===== config.mk =====
export PLATFORM = sky130hd
export DESIGN_NAME = sync_timing_validator
export DESIGN_NICKNAME = d
export VERILOG_FILES = /design/src/rtl/syncval_pkg.sv /design/src/rtl/sv_edge_sync.sv /design/src/rtl/sv_datapath.sv /design/src/rtl/sv_control.sv /design/src/rtl/sync_timing_validator.sv
export SDC_FILE = /design/constraint.sdc
export NUM_CORES = 1
export LEC_CHECK = 0
export ABC_AREA = 1
export ABC_CLOCK_PERIOD_IN_PS = 5300
export BUFFER_PORTS_ARGS = -buffer_cell sky130_fd_sc_hd__clkbuf_2
export CORE_ASPECT_RATIO = 1.25
export CORE_MARGIN = 3
export CORE_UTILIZATION = 35
export CTS_BUF_LIST = sky130_fd_sc_hd__clkbuf_4 sky130_fd_sc_hd__clkbuf_8 sky130_fd_sc_hd__clkbuf_16
export CTS_CLUSTER_SIZE = 10
export DETAILED_ROUTE_END_ITERATION = 16
export GPL_TIMING_DRIVEN = 0
export PLACE_DENSITY_LB_ADDON = 0.2
export SYNTH_ARGS = -nofsm -noshare
export SYNTH_HDL_FRONTEND = slang
export SYNTH_SLANG_ARGS = --single-unit
export TNS_END_PERCENT = 50

===== constraint.sdc =====
create_clock -name clk -period 5.3 [get_ports clk]
set_input_delay 0.265 -clock clk [delete_from_list [all_inputs] [get_ports clk]]
set_output_delay 0.265 -clock clk [all_outputs]
set_load 0.01 [all_outputs]

===== src/rtl/syncval_pkg.sv =====
package syncval_pkg;

  // strobes from control to datapath
  typedef struct packed {
    logic lineStart;
    logic fieldStart;
  } ctlStrobe_t;

  // measurements from datapath to control
  typedef struct packed {
    logic hLead;
    logic vLead;
    logic vTrail;
    logic periodOk;
    logic widthOk;
    logic periodAtMax;
    logic fieldRateOk;
    logic vLinesOk;
  } dpStat_t;

endpackage


===== src/rtl/sv_edge_sync.sv =====
module sv_edge_sync #(
  parameter bit ACTIVE_LOW = 1'b1
) (
  input  logic clk,
  input  logic rst,
  input  logic rawIn,
  output logic level,
  output logic lead,
  output logic trail
);
  logic activeRaw;
  logic meta, stable, prevLevel;

  generate
    if (ACTIVE_LOW) begin : g_low
      assign activeRaw = ~rawIn;
    end else begin : g_high
      assign activeRaw = rawIn;
    end
  endgenerate

  always_ff @(posedge clk) begin
    if (rst) begin
      meta      <= 1'b0;
      stable    <= 1'b0;
      prevLevel <= 1'b0;
    end else begin
      meta      <= activeRaw;
      stable    <= meta;
      prevLevel <= stable;
    end
  end

  assign level = stable;
  assign lead  = stable & ~prevLevel;
  assign trail = ~stable & prevLevel;
endmodule


===== src/rtl/sv_datapath.sv =====
module sv_datapath
  import syncval_pkg::*;
#(
  parameter int CLK_HZ       = 1_000_000,
  parameter int MIN_LINE_HZ  = 10_750,
  parameter int MAX_LINE_HZ  = 150_000,
  parameter int MIN_FIELD_HZ = 23,
  parameter int MAX_FIELD_HZ = 100,
  parameter int MIN_VLINES   = 2,
  parameter int MAX_VLINES   = 7,
  parameter bit TRI_LEVEL    = 1'b0,
  parameter bit ACTIVE_LOW   = 1'b1,
  parameter int PM_SCALE     = 1000,
  parameter int BI_MIN_PM    = 30,
  parameter int BI_MAX_PM    = 128,
  parameter int TRI_MIN_PM   = 14
) (
  input  logic       clk,
  input  logic       rst,
  input  logic       hRaw,
  input  logic       vRaw,
  input  ctlStrobe_t ctl,
  output dpStat_t    stat
);
  localparam int MIN_PERIOD = CLK_HZ / MAX_LINE_HZ;
  localparam int MAX_PERIOD = CLK_HZ / MIN_LINE_HZ;
  localparam int MIN_FIELD  = CLK_HZ / MAX_FIELD_HZ;
  localparam int MAX_FIELD  = CLK_HZ / MIN_FIELD_HZ;
  localparam int PW         = $clog2(MAX_PERIOD + 1);
  localparam int FW         = $clog2(MAX_FIELD + 2);
  localparam int VW         = $clog2(MAX_VLINES + 2);
  localparam int PROD_W     = PW + $clog2(PM_SCALE + 1) + 1;
  localparam int LO_PM      = TRI_LEVEL ? TRI_MIN_PM : BI_MIN_PM;

  logic hLevel, hLead, hTrail, vLevel, vLead, vTrail;

  sv_edge_sync #(.ACTIVE_LOW(ACTIVE_LOW)) u_hSync (
    .clk(clk), .rst(rst), .rawIn(hRaw), .level(hLevel), .lead(hLead), .trail(hTrail));
  sv_edge_sync #(.ACTIVE_LOW(ACTIVE_LOW)) u_vSync (
    .clk(clk), .rst(rst), .rawIn(vRaw), .level(vLevel), .lead(vLead), .trail(vTrail));

  logic [PW-1:0] periodCnt, widthCnt;
  logic          inPulse;
  logic [FW-1:0] fieldCnt;
  logic [VW-1:0] vLines;

  // line period and pulse width counters
  always_ff @(posedge clk) begin
    if (rst) begin
      periodCnt <= '0;
      widthCnt  <= '0;
      inPulse   <= 1'b0;
    end else if (ctl.lineStart) begin
      periodCnt <= PW'(1);
      widthCnt  <= PW'(1);
      inPulse   <= 1'b1;
    end else begin
      if (periodCnt < PW'(MAX_PERIOD)) periodCnt <= periodCnt + 1'b1;
      if (hTrail) inPulse <= 1'b0;
      else if (inPulse && hLevel && widthCnt < PW'(MAX_PERIOD)) widthCnt <= widthCnt + 1'b1;
    end
  end

  // field spacing and vertical length in lines
  always_ff @(posedge clk) begin
    if (rst) begin
      fieldCnt <= '0;
      vLines   <= '0;
    end else if (ctl.fieldStart) begin
      fieldCnt <= FW'(1);
      vLines   <= VW'(hLead);
    end else begin
      if (fieldCnt <= FW'(MAX_FIELD)) fieldCnt <= fieldCnt + 1'b1;
      if (hLead && vLevel && vLines <= VW'(MAX_VLINES)) vLines <= vLines + 1'b1;
    end
  end

  // width against fractions of the period, no divider
  logic [PROD_W-1:0] widthScaled, loBound, hiBound;
  logic              loOk, widthOk;
  assign widthScaled = {{(PROD_W-PW){1'b0}}, widthCnt} * PROD_W'(PM_SCALE);
  assign loBound     = {{(PROD_W-PW){1'b0}}, periodCnt} * PROD_W'(LO_PM);
  assign hiBound     = {{(PROD_W-PW){1'b0}}, periodCnt} * PROD_W'(BI_MAX_PM);
  assign loOk        = widthScaled >= loBound;

  generate
    if (TRI_LEVEL) begin : g_tri
      assign widthOk = loOk;
    end else begin : g_bi
      assign widthOk = loOk && (widthScaled <= hiBound);
    end
  endgenerate

  always_comb begin
    stat.hLead       = hLead;
    stat.vLead       = vLead;
    stat.vTrail      = vTrail;
    stat.periodOk    = (periodCnt >= PW'(MIN_PERIOD)) && (periodCnt <= PW'(MAX_PERIOD));
    stat.widthOk     = widthOk;
    stat.periodAtMax = (periodCnt == PW'(MAX_PERIOD));
    stat.fieldRateOk = (fieldCnt >= FW'(MIN_FIELD)) && (fieldCnt <= FW'(MAX_FIELD));
    stat.vLinesOk    = (vLines >= VW'(MIN_VLINES)) && (vLines <= VW'(MAX_VLINES));
  end


  period_sat_chk: assert property (@(posedge clk) disable iff (rst)
    periodCnt <= PW'(MAX_PERIOD));


  vlines_frozen_chk: assert property (@(posedge clk) disable iff (rst)
    (!vLevel && !ctl.fieldStart) |=> $stable(vLines));
endmodule


===== src/rtl/sv_control.sv =====
module sv_control
  import syncval_pkg::*;
#(
  parameter int GOOD_LINES = 3
) (
  input  logic       clk,
  input  logic       rst,
  input  dpStat_t    stat,
  output ctlStrobe_t ctl,
  output logic       lineDone,
  output logic       lineGood,
  output logic       lineLocked,
  output logic       fieldDone,
  output logic       fieldValid
);
  localparam int GCW = $clog2(GOOD_LINES + 1);

  logic           hasRef, havePrevV, rateOkHeld;
  logic [GCW-1:0] goodCnt;
  logic           lineOk, timeoutHit;

  assign lineOk     = stat.periodOk && stat.widthOk;
  assign timeoutHit = hasRef && stat.periodAtMax && !stat.hLead;

  always_comb begin
    ctl.lineStart  = stat.hLead;
    ctl.fieldStart = stat.vLead;
  end

  always_ff @(posedge clk) begin
    if (rst) begin
      hasRef     <= 1'b0;
      goodCnt    <= '0;
      lineDone   <= 1'b0;
      lineGood   <= 1'b0;
      havePrevV  <= 1'b0;
      rateOkHeld <= 1'b0;
      fieldDone  <= 1'b0;
      fieldValid <= 1'b0;
    end else begin
      lineDone  <= 1'b0;
      fieldDone <= 1'b0;
      if (stat.hLead) begin
        hasRef <= 1'b1;
        if (hasRef) begin
          lineDone <= 1'b1;
          lineGood <= lineOk;
          if (!lineOk) goodCnt <= '0;
          else if (goodCnt < GCW'(GOOD_LINES)) goodCnt <= goodCnt + 1'b1;
        end
      end else if (timeoutHit) begin
        hasRef   <= 1'b0;
        lineDone <= 1'b1;
        lineGood <= 1'b0;
        goodCnt  <= '0;
      end
      if (stat.vLead) begin
        havePrevV  <= 1'b1;
        rateOkHeld <= havePrevV && stat.fieldRateOk;
      end
      if (stat.vTrail) begin
        fieldDone  <= 1'b1;
        fieldValid <= rateOkHeld && stat.vLinesOk;
      end
    end
  end

  assign lineLocked = (goodCnt == GCW'(GOOD_LINES));


  bad_line_unlock_chk: assert property (@(posedge clk) disable iff (rst)
    (lineDone && !lineGood) |-> !lineLocked);


  lock_needs_good_chk: assert property (@(posedge clk) disable iff (rst)
    $rose(lineLocked) |-> (lineDone && lineGood));


  timeout_report_chk: assert property (@(posedge clk) disable iff (rst)
    timeoutHit |=> (lineDone && !lineGood && !lineLocked));


  field_flag_hold_chk: assert property (@(posedge clk) disable iff (rst)
    !$stable(fieldValid) |-> fieldDone);


  reset_clear_chk: assert property (@(posedge clk)
    rst |=> (!lineLocked && !lineDone && !fieldDone && !fieldValid));
endmodule


===== src/rtl/sync_timing_validator.sv =====
module sync_timing_validator
  import syncval_pkg::*;
#(
  parameter int CLK_HZ       = 1_000_000,
  parameter int MIN_LINE_HZ  = 10_750,
  parameter int MAX_LINE_HZ  = 150_000,
  parameter int MIN_FIELD_HZ = 23,
  parameter int MAX_FIELD_HZ = 100,
  parameter int MIN_VLINES   = 2,
  parameter int MAX_VLINES   = 7,
  parameter int GOOD_LINES   = 3,
  parameter bit TRI_LEVEL    = 1'b0,
  parameter bit ACTIVE_LOW   = 1'b1
) (
  input  logic clk,
  input  logic rst,
  input  logic hSyncIn,
  input  logic vSyncIn,
  output logic lineDone,
  output logic lineGood,
  output logic lineLocked,
  output logic fieldDone,
  output logic fieldValid
);
  ctlStrobe_t ctl;
  dpStat_t    stat;

  sv_datapath #(
    .CLK_HZ(CLK_HZ), .MIN_LINE_HZ(MIN_LINE_HZ), .MAX_LINE_HZ(MAX_LINE_HZ),
    .MIN_FIELD_HZ(MIN_FIELD_HZ), .MAX_FIELD_HZ(MAX_FIELD_HZ),
    .MIN_VLINES(MIN_VLINES), .MAX_VLINES(MAX_VLINES),
    .TRI_LEVEL(TRI_LEVEL), .ACTIVE_LOW(ACTIVE_LOW)
  ) u_datapath (
    .clk(clk), .rst(rst), .hRaw(hSyncIn), .vRaw(vSyncIn), .ctl(ctl), .stat(stat));

  sv_control #(.GOOD_LINES(GOOD_LINES)) u_control (
    .clk(clk), .rst(rst), .stat(stat), .ctl(ctl),
    .lineDone(lineDone), .lineGood(lineGood), .lineLocked(lineLocked),
    .fieldDone(fieldDone), .fieldValid(fieldValid));
endmodule


==> run_results.csv, run 1 <==
group,metric,value,unit
min_path,hold_class,"primary input to flop",
global_routing,antenna_found_initial,0,
power,p_leak,2.636,nW
global_routing,grt_pass1_vias,4136,
finish,area_growth,8.568,%
finish,final_common_cell,"nand2_1",
floorplan,die_w,112.7,um
synthesis,yosysWarnings,0,
global_routing,grt_overflow,0,
clock_network,clkSlewWorstSetupHoldPaths,0.07,ns
detailed_routing,vias,4131,
clock_network,cts.sinks,50,
synthesis,synthArstFlopShare,0,%
clock_network,cts_buffer_depth,2,
setup_path,reg2regPathDepth,27,
sta,setup_viol,0,
setup_path,critPathKind,"flop to flop",
power,p_total,0.0008495,W
setup_path,required,5.52,ns
synthesis,syn-cell-area,4980,um2
sta,fin_crit,4.894,ns
power,power_per_cell_area,157.1,nW/um2
setup_path,critPathCaptureType,"flop",
sta,rsz0062_at_grt,"no",
job,max-cap-violations,0,
floorplan,ios,9,
finish,nets,794,
synthesis,synth_edf_count,0,
synthesis,synth.avg_cell_area,7.557,um2
clock_network,htree_levels,2,
detailed_routing,top_layer_used,"met4",
floorplan,die-area,15700,um2
floorplan,die_h,139.4,um
floorplan,coreArea,13870,um2
clock_network,cts_setup_buffers,0,
setup_path,cp.arrival,5.12,ns
detailed_routing,wl_met3,177,um
finish,diodes,0,
setup_path,crit_fanout,9,
global_routing,grt_pass1_wl,18740,um
synthesis,synth_nets,780,
sta,clock_skew,0.002541,ns
detailed_routing,drt-total-wl,10610,um
detailed_routing,dr_wl_met2,5759,um
detailed_routing,wire_per_inst,12.49,um
finish,final_cell_mix,"nand2_1 (129), inv_1 (123), ha_1 (86), a21oi_1 (46), dfxtp_1 (44)",
placed_design,port_buffers,7,
placed_design,dp_cells,841,
clock_network,cts_buffers,5,
finish,drive_gt1_share,6.973,%
setup_path,start_kind,"flop",
synthesis,synthCells,659,
power,ir_worst_vdd,0.1138,mV
global_routing,grt_usage,14.12,%
detailed_routing,firstDrtPassIters,4,
placed_design,dp_hpwl,9040,um
detailed_routing,drc_errors,0,
sta,worst_pin_slew,0.7341,ns
synthesis,synth_seq_area_share,20.10,%
sta,min_period_over_period,92.34,%
placed_design,gp_congestion,0.8869,
floorplan,start_util,35.89,%
detailed_routing,vias_per_cell,4.866,
clock_network,cts_root_buffer,"clkbuf_16",
sta,worst_slack,0.4061,ns
sta,tns,0,ns
sta,slew_viol_final,0,
sta,slew_headroom,50.88,%
sta,fmax,0.2043,GHz
synthesis,ys_ff_latch,50,
detailed_routing,drt-met1-wl,4501,um
floorplan,rows,48,
detailed_routing,detail-route-antenna-nets,0,
clock_network,clk_latency,0.29,ns
placed_design,preCtsSetupSlack,0.07553,ns
sta,whs,0.1227,ns
sta,hold_violations,0,
min_path,worstHoldPathCells,2,
status,status,"complete, no violations",
detailed_routing,drt_iter0_markers,204,
finish,final_cells,849,
global_routing,grt_start_max_net_pins,16,
synthesis,ys_types,39,
clock_network,cts_tree,"built",
synthesis,synth_flop_cell,"dfxtp_1",
## repair_timing
action                                  CTS  global route
endpoints found under the setup margin    0             3
hold buffers                              0             0
resized for setup                         0            11
## path summary, 6_finish.rpt
path | startpoint | to | slack, ns
setup / recovery | u_datapath.widthCnt[0]$_SDFFE_PP0P_ | u_control.goodCnt[1]$_SDFFE_PP0P_ | 0.41
hold / removal | hSyncIn | u_datapath.u_hSync.meta$_SDFF_PP0_ | 0.12
setup reg to reg | u_datapath.widthCnt[0]$_SDFFE_PP0P_ | u_control.goodCnt[1]$_SDFFE_PP0P_ | 0.41
hold reg to reg | u_datapath.u_hSync.meta$_SDFF_PP0_ | u_datapath.u_hSync.level$_SDFF_PP0_ | 0.41
## cell families (layout without fill, tap and decap cells)
group / count (synthesis) / in the layout / synth area share (%)
and+or+nand+nor: 253 / 253 / 22.54
buffers and inverters: 133 / 148 / 10.25
adders and majority gates: 117 / 117 / 33.77
AOI/OAI and AO/OA: 85 / 85 / 9.648
DFF: 50 / 50 / 20.10
xor gates and xnor gates: 21 / 21 / 3.694
## flip-flops by register name, summed over array words and instances (netlist names), 2 cells and up
signal                flops
u_datapath.widthCnt       7
u_datapath.vLines         4
u_datapath.periodCnt      7
u_control.goodCnt         2
u_datapath.fieldCnt      16
## critical path, stage by stage, from the launching register on
cell	delay, ns
dfxtp_4	0.41
fa_2	0.48
fa_1	0.55
inv_1	0.05
fa_1	0.51
fa_1	0.55
inv_1	0.04
ha_2	0.31
nand2_1	0.11
inv_1	0.04
nand2_1	0.06
nand2_1	0.07
a21oi_2	0.19
xnor2_1	0.16
ha_1	0.25
nand2_1	0.08
nor2_1	0.06
nand2_1	0.06
nand3_1	0.06
nand2_1	0.06
nand2_1	0.05
nand2_1	0.07
nand3_2	0.10
nor2_4	0.13
nand2_1	0.08
nor2_2	0.10
nand3_1	0.09
a21oi_2	0.11
## metrics by stage
stage	area, um2	util, %
CTS	5385	38.82
finish	5406	38.97
global placement	5234	37.73
global route	5406	38.97
detailed placement	5234	37.73
floorplan	4980	-
## synth_stat cells, types with 3 or more instances
master	instances	area [um2]
xor2_1	14	122.6
a21o_1	3	22.52
nor4_1	9	56.30
fa_1	29	580.6
nand2_2	3	18.77
inv_1	123	461.7
nor2_1	42	157.7
nand2_1	129	484.2
ha_1	88	1101
nor3_1	17	85.08
o21ai_0	23	115.1
nand4_1	11	68.82
a21oi_1	47	235.2
inv_2	3	11.26
nand3_1	29	145.1
xnor2_1	7	61.31
nor2_2	3	18.77
dfxtp_1	50	1001
## final cells by class
type | count | area, um2
Fill cell | 1434 | 8467
Multi-Input combinational cell | 476 | 3480
Sequential cell | 50 | 1011
Inverter | 128 | 480.5
Tap cell | 175 | 219.0
Clock buffer | 6 | 138.9
Timing Repair Buffer | 7 | 35.03
Buffer | 5 | 30.03
Clock inverter | 2 | 12.51
## layer usage
layer | global-route usage (%) | up-vias
met3 | 1.696 | 16
met4 | 4.051 | 0
li1 | - | 2142
met5 | 0 | -
met2 | 27.09 | 38
met1 | 16.11 | 1935
## power breakdown
| group | switching [W] | internal [W] | leakage [nW] | total [W] |
|---|---|---|---|---|
| clock network | 0.000141 | 0.000187 | 0.0729 | 0.000329 |
| registers | 0.00000968 | 0.000384 | 0.409 | 0.000393 |
| logic | 0.0000792 | 0.0000485 | 2.15 | 0.000128 |
(Power assumes the default switching activity.)
==> run 2: changes to the inputs <==
- ABC_AREA: 1 -> default
==> run 2 against run 1 <==
  * Clock power fell by 6.1%
  * Utilization increased by 2.3 points
  * Critical path depth is 5 lower
  * Global-route usage increased by 0.34 points
  * Area after synthesis shrank 5.9%
  * Sequential share of layout area grew 0.53 points
  * Largest cell class unchanged
  * Sequential power is essentially flat
  * Synthesized cell count down 21%
  * Critical endpoint is now u_control.lineGood$_SDFFE_PP0P_
==> run_results.csv, run 2 <==
group,metric,value,unit
placed_design,gp_congestion,0.8538,
clock_network,postCtsHoldBufs,0,
job,max-cap-violations,0,
placed_design,dp_cells,698,
setup_path,crit_fanout,5,
global_routing,antenna_found_initial,0,
setup_path,cp_slowest_cell,"fa_1",
finish,final_cell_mix,"ha_1 (81), inv_1 (62), nor2_1 (45), dfxtp_1 (44), a21oi_1 (30)",
synthesis,ys_ff_latch,50,
clock_network,cts_root_buffer,"clkbuf_16",
finish,design_area,5321,um2
synthesis,syn-cell-area,4688,um2
clock_network,htree_levels,2,
global_routing,grt_usage,14.46,%
sta,rsz0062_at_grt,"yes",
detailed_routing,drc_errors,0,
sta,setup_viol,0,
clock_network,cts_buffers,5,
clock_network,cts_buffer_depth,2,
floorplan,die_h,135.4,um
sta,slew_viol_final,0,
finish,final_cells,721,
clock_network,clkSlewWorstSetupHoldPaths,0.07,ns
setup_path,reg2regPathDepth,22,
synthesis,synth_top_area_share,23.49,%
setup_path,r2r_end,"u_control.lineGood$_SDFFE_PP0P_",
floorplan,coreArea,12890,um2
synthesis,yosysWarnings,0,
floorplan,ios,9,
synthesis,synthArstFlopShare,0,%
setup_path,start_kind,"flop",
detailed_routing,vias_per_cell,5.037,
sta,clock_skew,0.003632,ns
setup_path,path_cells,"fa_1 > fa_1 > inv_1 > fa_1 > fa_1 > inv_2 > ha_4 > o21ai_0 > nor2_1 > buf_4 > o31a_1 > xnor2_2 > inv_2 > ha_4 > nand2b_1 > o32a_1 > o41ai_2 > nand4_1 > a311oi_2 > buf_4 > o21a_1 > a32o_1",
floorplan,start_util,36.36,%
power,power_per_cell_area,153.2,nW/um2
min_path,worstHoldPathCells,2,
detailed_routing,vias,3632,
synthesis,synth_flop_cell,"dfxtp_1",
finish,reg.largest.list,"u_datapath.fieldCnt x16, u_datapath.periodCnt x7, u_datapath.widthCnt x7",
finish,largest_reg_flops,16,
power,p_leak,2.495,nW
global_routing,grt_overflow,0,
setup_path,critPathCaptureType,"flop",
detailed_routing,detail-route-antenna-nets,0,
finish,regMostFlops,"u_datapath.fieldCnt",
global_routing,grt_start_max_net_pins,16,
floorplan,die-area,14830,um2
setup_path,crit_top_cell,"fa_1",
status,status,"complete, no violations",
synthesis,synth_edf_count,0,
floorplan,die_w,109.5,um
finish,nets,674,
synthesis,netlist_top_cells_count,"ha_1 (88), inv_1 (68), dfxtp_1 (50), nor2_1 (45), a21oi_1 (30)",
sta,tns,0,ns
setup_path,cp-startpoint,"u_datapath.widthCnt[2]$_SDFFE_PP0P_",
sta,fmax,0.1899,GHz
sta,min_period_over_period,99.37,%
sta,fin_crit,5.267,ns
setup_path,r2r-start,"u_datapath.widthCnt[2]$_SDFFE_PP0P_",
synthesis,synthCells,522,
sta,slew_headroom,24.03,%
synthesis,synth.avg_cell_area,8.981,um2
finish,area_growth,13.50,%
sta,hold_violations,0,
placed_design,dp_hpwl,8079,um
synthesis,synth_seq_area_share,21.35,%
detailed_routing,firstDrtPassIters,5,
clock_network,clk_latency,0.28,ns
detailed_routing,drt_iter0_markers,108,
clock_network,cts_tree,"built",
synthesis,synth_nets,643,
finish,drive_gt1_share,11.39,%
finish,diodes,0,
setup_path,cp.arrival,5.49,ns
global_routing,grt_pass1_vias,3762,
synthesis,ys_types,49,
placed_design,placed_area,4938,um2
min_path,min-delay-start,"hSyncIn",
setup_path,r2r_slack,0.03,ns
finish,final_common_cell,"ha_1",
setup_path,critPathKind,"flop to flop",
setup_path,required,5.53,ns
synthesis,synthTopCellsByArea,"ha_1 (23%), dfxtp_1 (21%), fa_1 (12%)",
synthesis,yosysTopAreaCell,"ha_1",
min_path,hold_class,"primary input to flop",
global_routing,grt_pass1_wl,17410,um
sta,worst_slack,0.03323,ns
detailed_routing,drt-total-wl,10030,um
clock_network,cts.sinks,50,
sta,worst_pin_slew,1.129,ns
placed_design,preCtsSetupSlack,-0.7296,ns
power,ir_worst_vdd,0.1107,mV
floorplan,rows,46,
placed_design,port_buffers,8,
synthesis,yosysMostFrequentCell,"ha_1",
setup_path,slowest_delay,0.55,ns
min_path,whs_endpoint,"u_datapath.u_hSync.meta$_SDFF_PP0_",
detailed_routing,wire_per_inst,13.91,um
run 2: cell count changes after synthesis, moves of 6 or more:
cell and delta:
nand2_1 -105, inv_1 -55, nand3_1 -18, a21oi_1 -17, xnor2_1 +16, nor3_1 -11
o21a_1 +10, nand2b_1 +9, nor2b_1 +9, o2111ai_1 +7, nor4_1 -6
run 2: cells by family after synthesis:
group	count (synthesis)	synth area share, %
compound gates	104	14.92
xor+xnor	32	5.978
fa+ha+maj	117	35.87
buf+inv	77	6.245
flops	50	21.35
mux	3	0.6405
simple gates	139	15.00
run 2: how the worst max path moves through the flow:
stage | endpoint | slack, ns | cells after the start
2_1_floorplan | u_control.lineGood$_SDFFE_PP0P_ | 0.07 | 20
3_3_place_gp | u_control.lineGood$_SDFFE_PP0P_ | -0.72 | 20
3_5_place_dp | u_control.lineGood$_SDFFE_PP0P_ | -0.73 | 20
4_1_cts | u_control.lineGood$_SDFFE_PP0P_ | 0.002 | 22
5_1_grt | u_control.lineGood$_SDFFE_PP0P_ | -0.20 | 22
6_report | u_control.lineGood$_SDFFE_PP0P_ | 0.03 | 22
run 2: area by class of cell:
type | instances | area [um2]
Sequential cell | 50 | 1023
Tap cell | 168 | 210.2
Clock buffer | 5 | 125.1
Timing Repair Buffer | 25 | 171.4
Inverter | 68 | 255.2
Multi-Input combinational cell | 395 | 3488
Clock inverter | 2 | 13.76
Fill cell | 1317 | 7571
Buffer | 8 | 33.78
run 2: what timing repair did:
action | in CTS | in global routing
resized for setup | 32 | 4
setup endpoints to repair | 3 | 3
pin swaps | 16 | 2
setup buffers | 16 | 1
run 2: critical path, delay by kind of cell, from the launching register on:
family	cells	cell delay, ns
xor gates and xnor gates	1	0.23
AOI/OAI and AO/OA	7	1.27
DFF	1	0.36
buffers and inverters	5	0.47
adders and majority gates	6	2.53
and+or+nand+nor	3	0.33
run 2: metrics by stage:
stage	util (%)	power, W	hold WS [ns]
after floorplan	-	0.0004837	0.3317
after global placement	38.31	0.0005094	0.4273
after detailed placement	38.31	0.0005114	0.4333
after CTS	41.06	0.0008292	0.1275
after global routing	41.28	0.0008651	0.1241
final	41.28	0.0008154	0.1341
run 2: routing by layer:
layer	vias to the layer above	global-route usage, %	wire length (um)	share of wire (%)
li1	1859	-	-	-
met3	14	2.194	193	1.9
met4	0	3.465	184	1.8
met2	47	25.46	5036	50
met1	1712	18.38	4615	46
met5	-	0	0	0
run 2: power breakdown:
part	internal, W	switching (W)	total [W]
registers	0.000380	0.00000947	0.000390
logic	0.0000515	0.0000655	0.000117
clock network	0.000173	0.000135	0.000309
total	0.000605	0.000210	0.000815
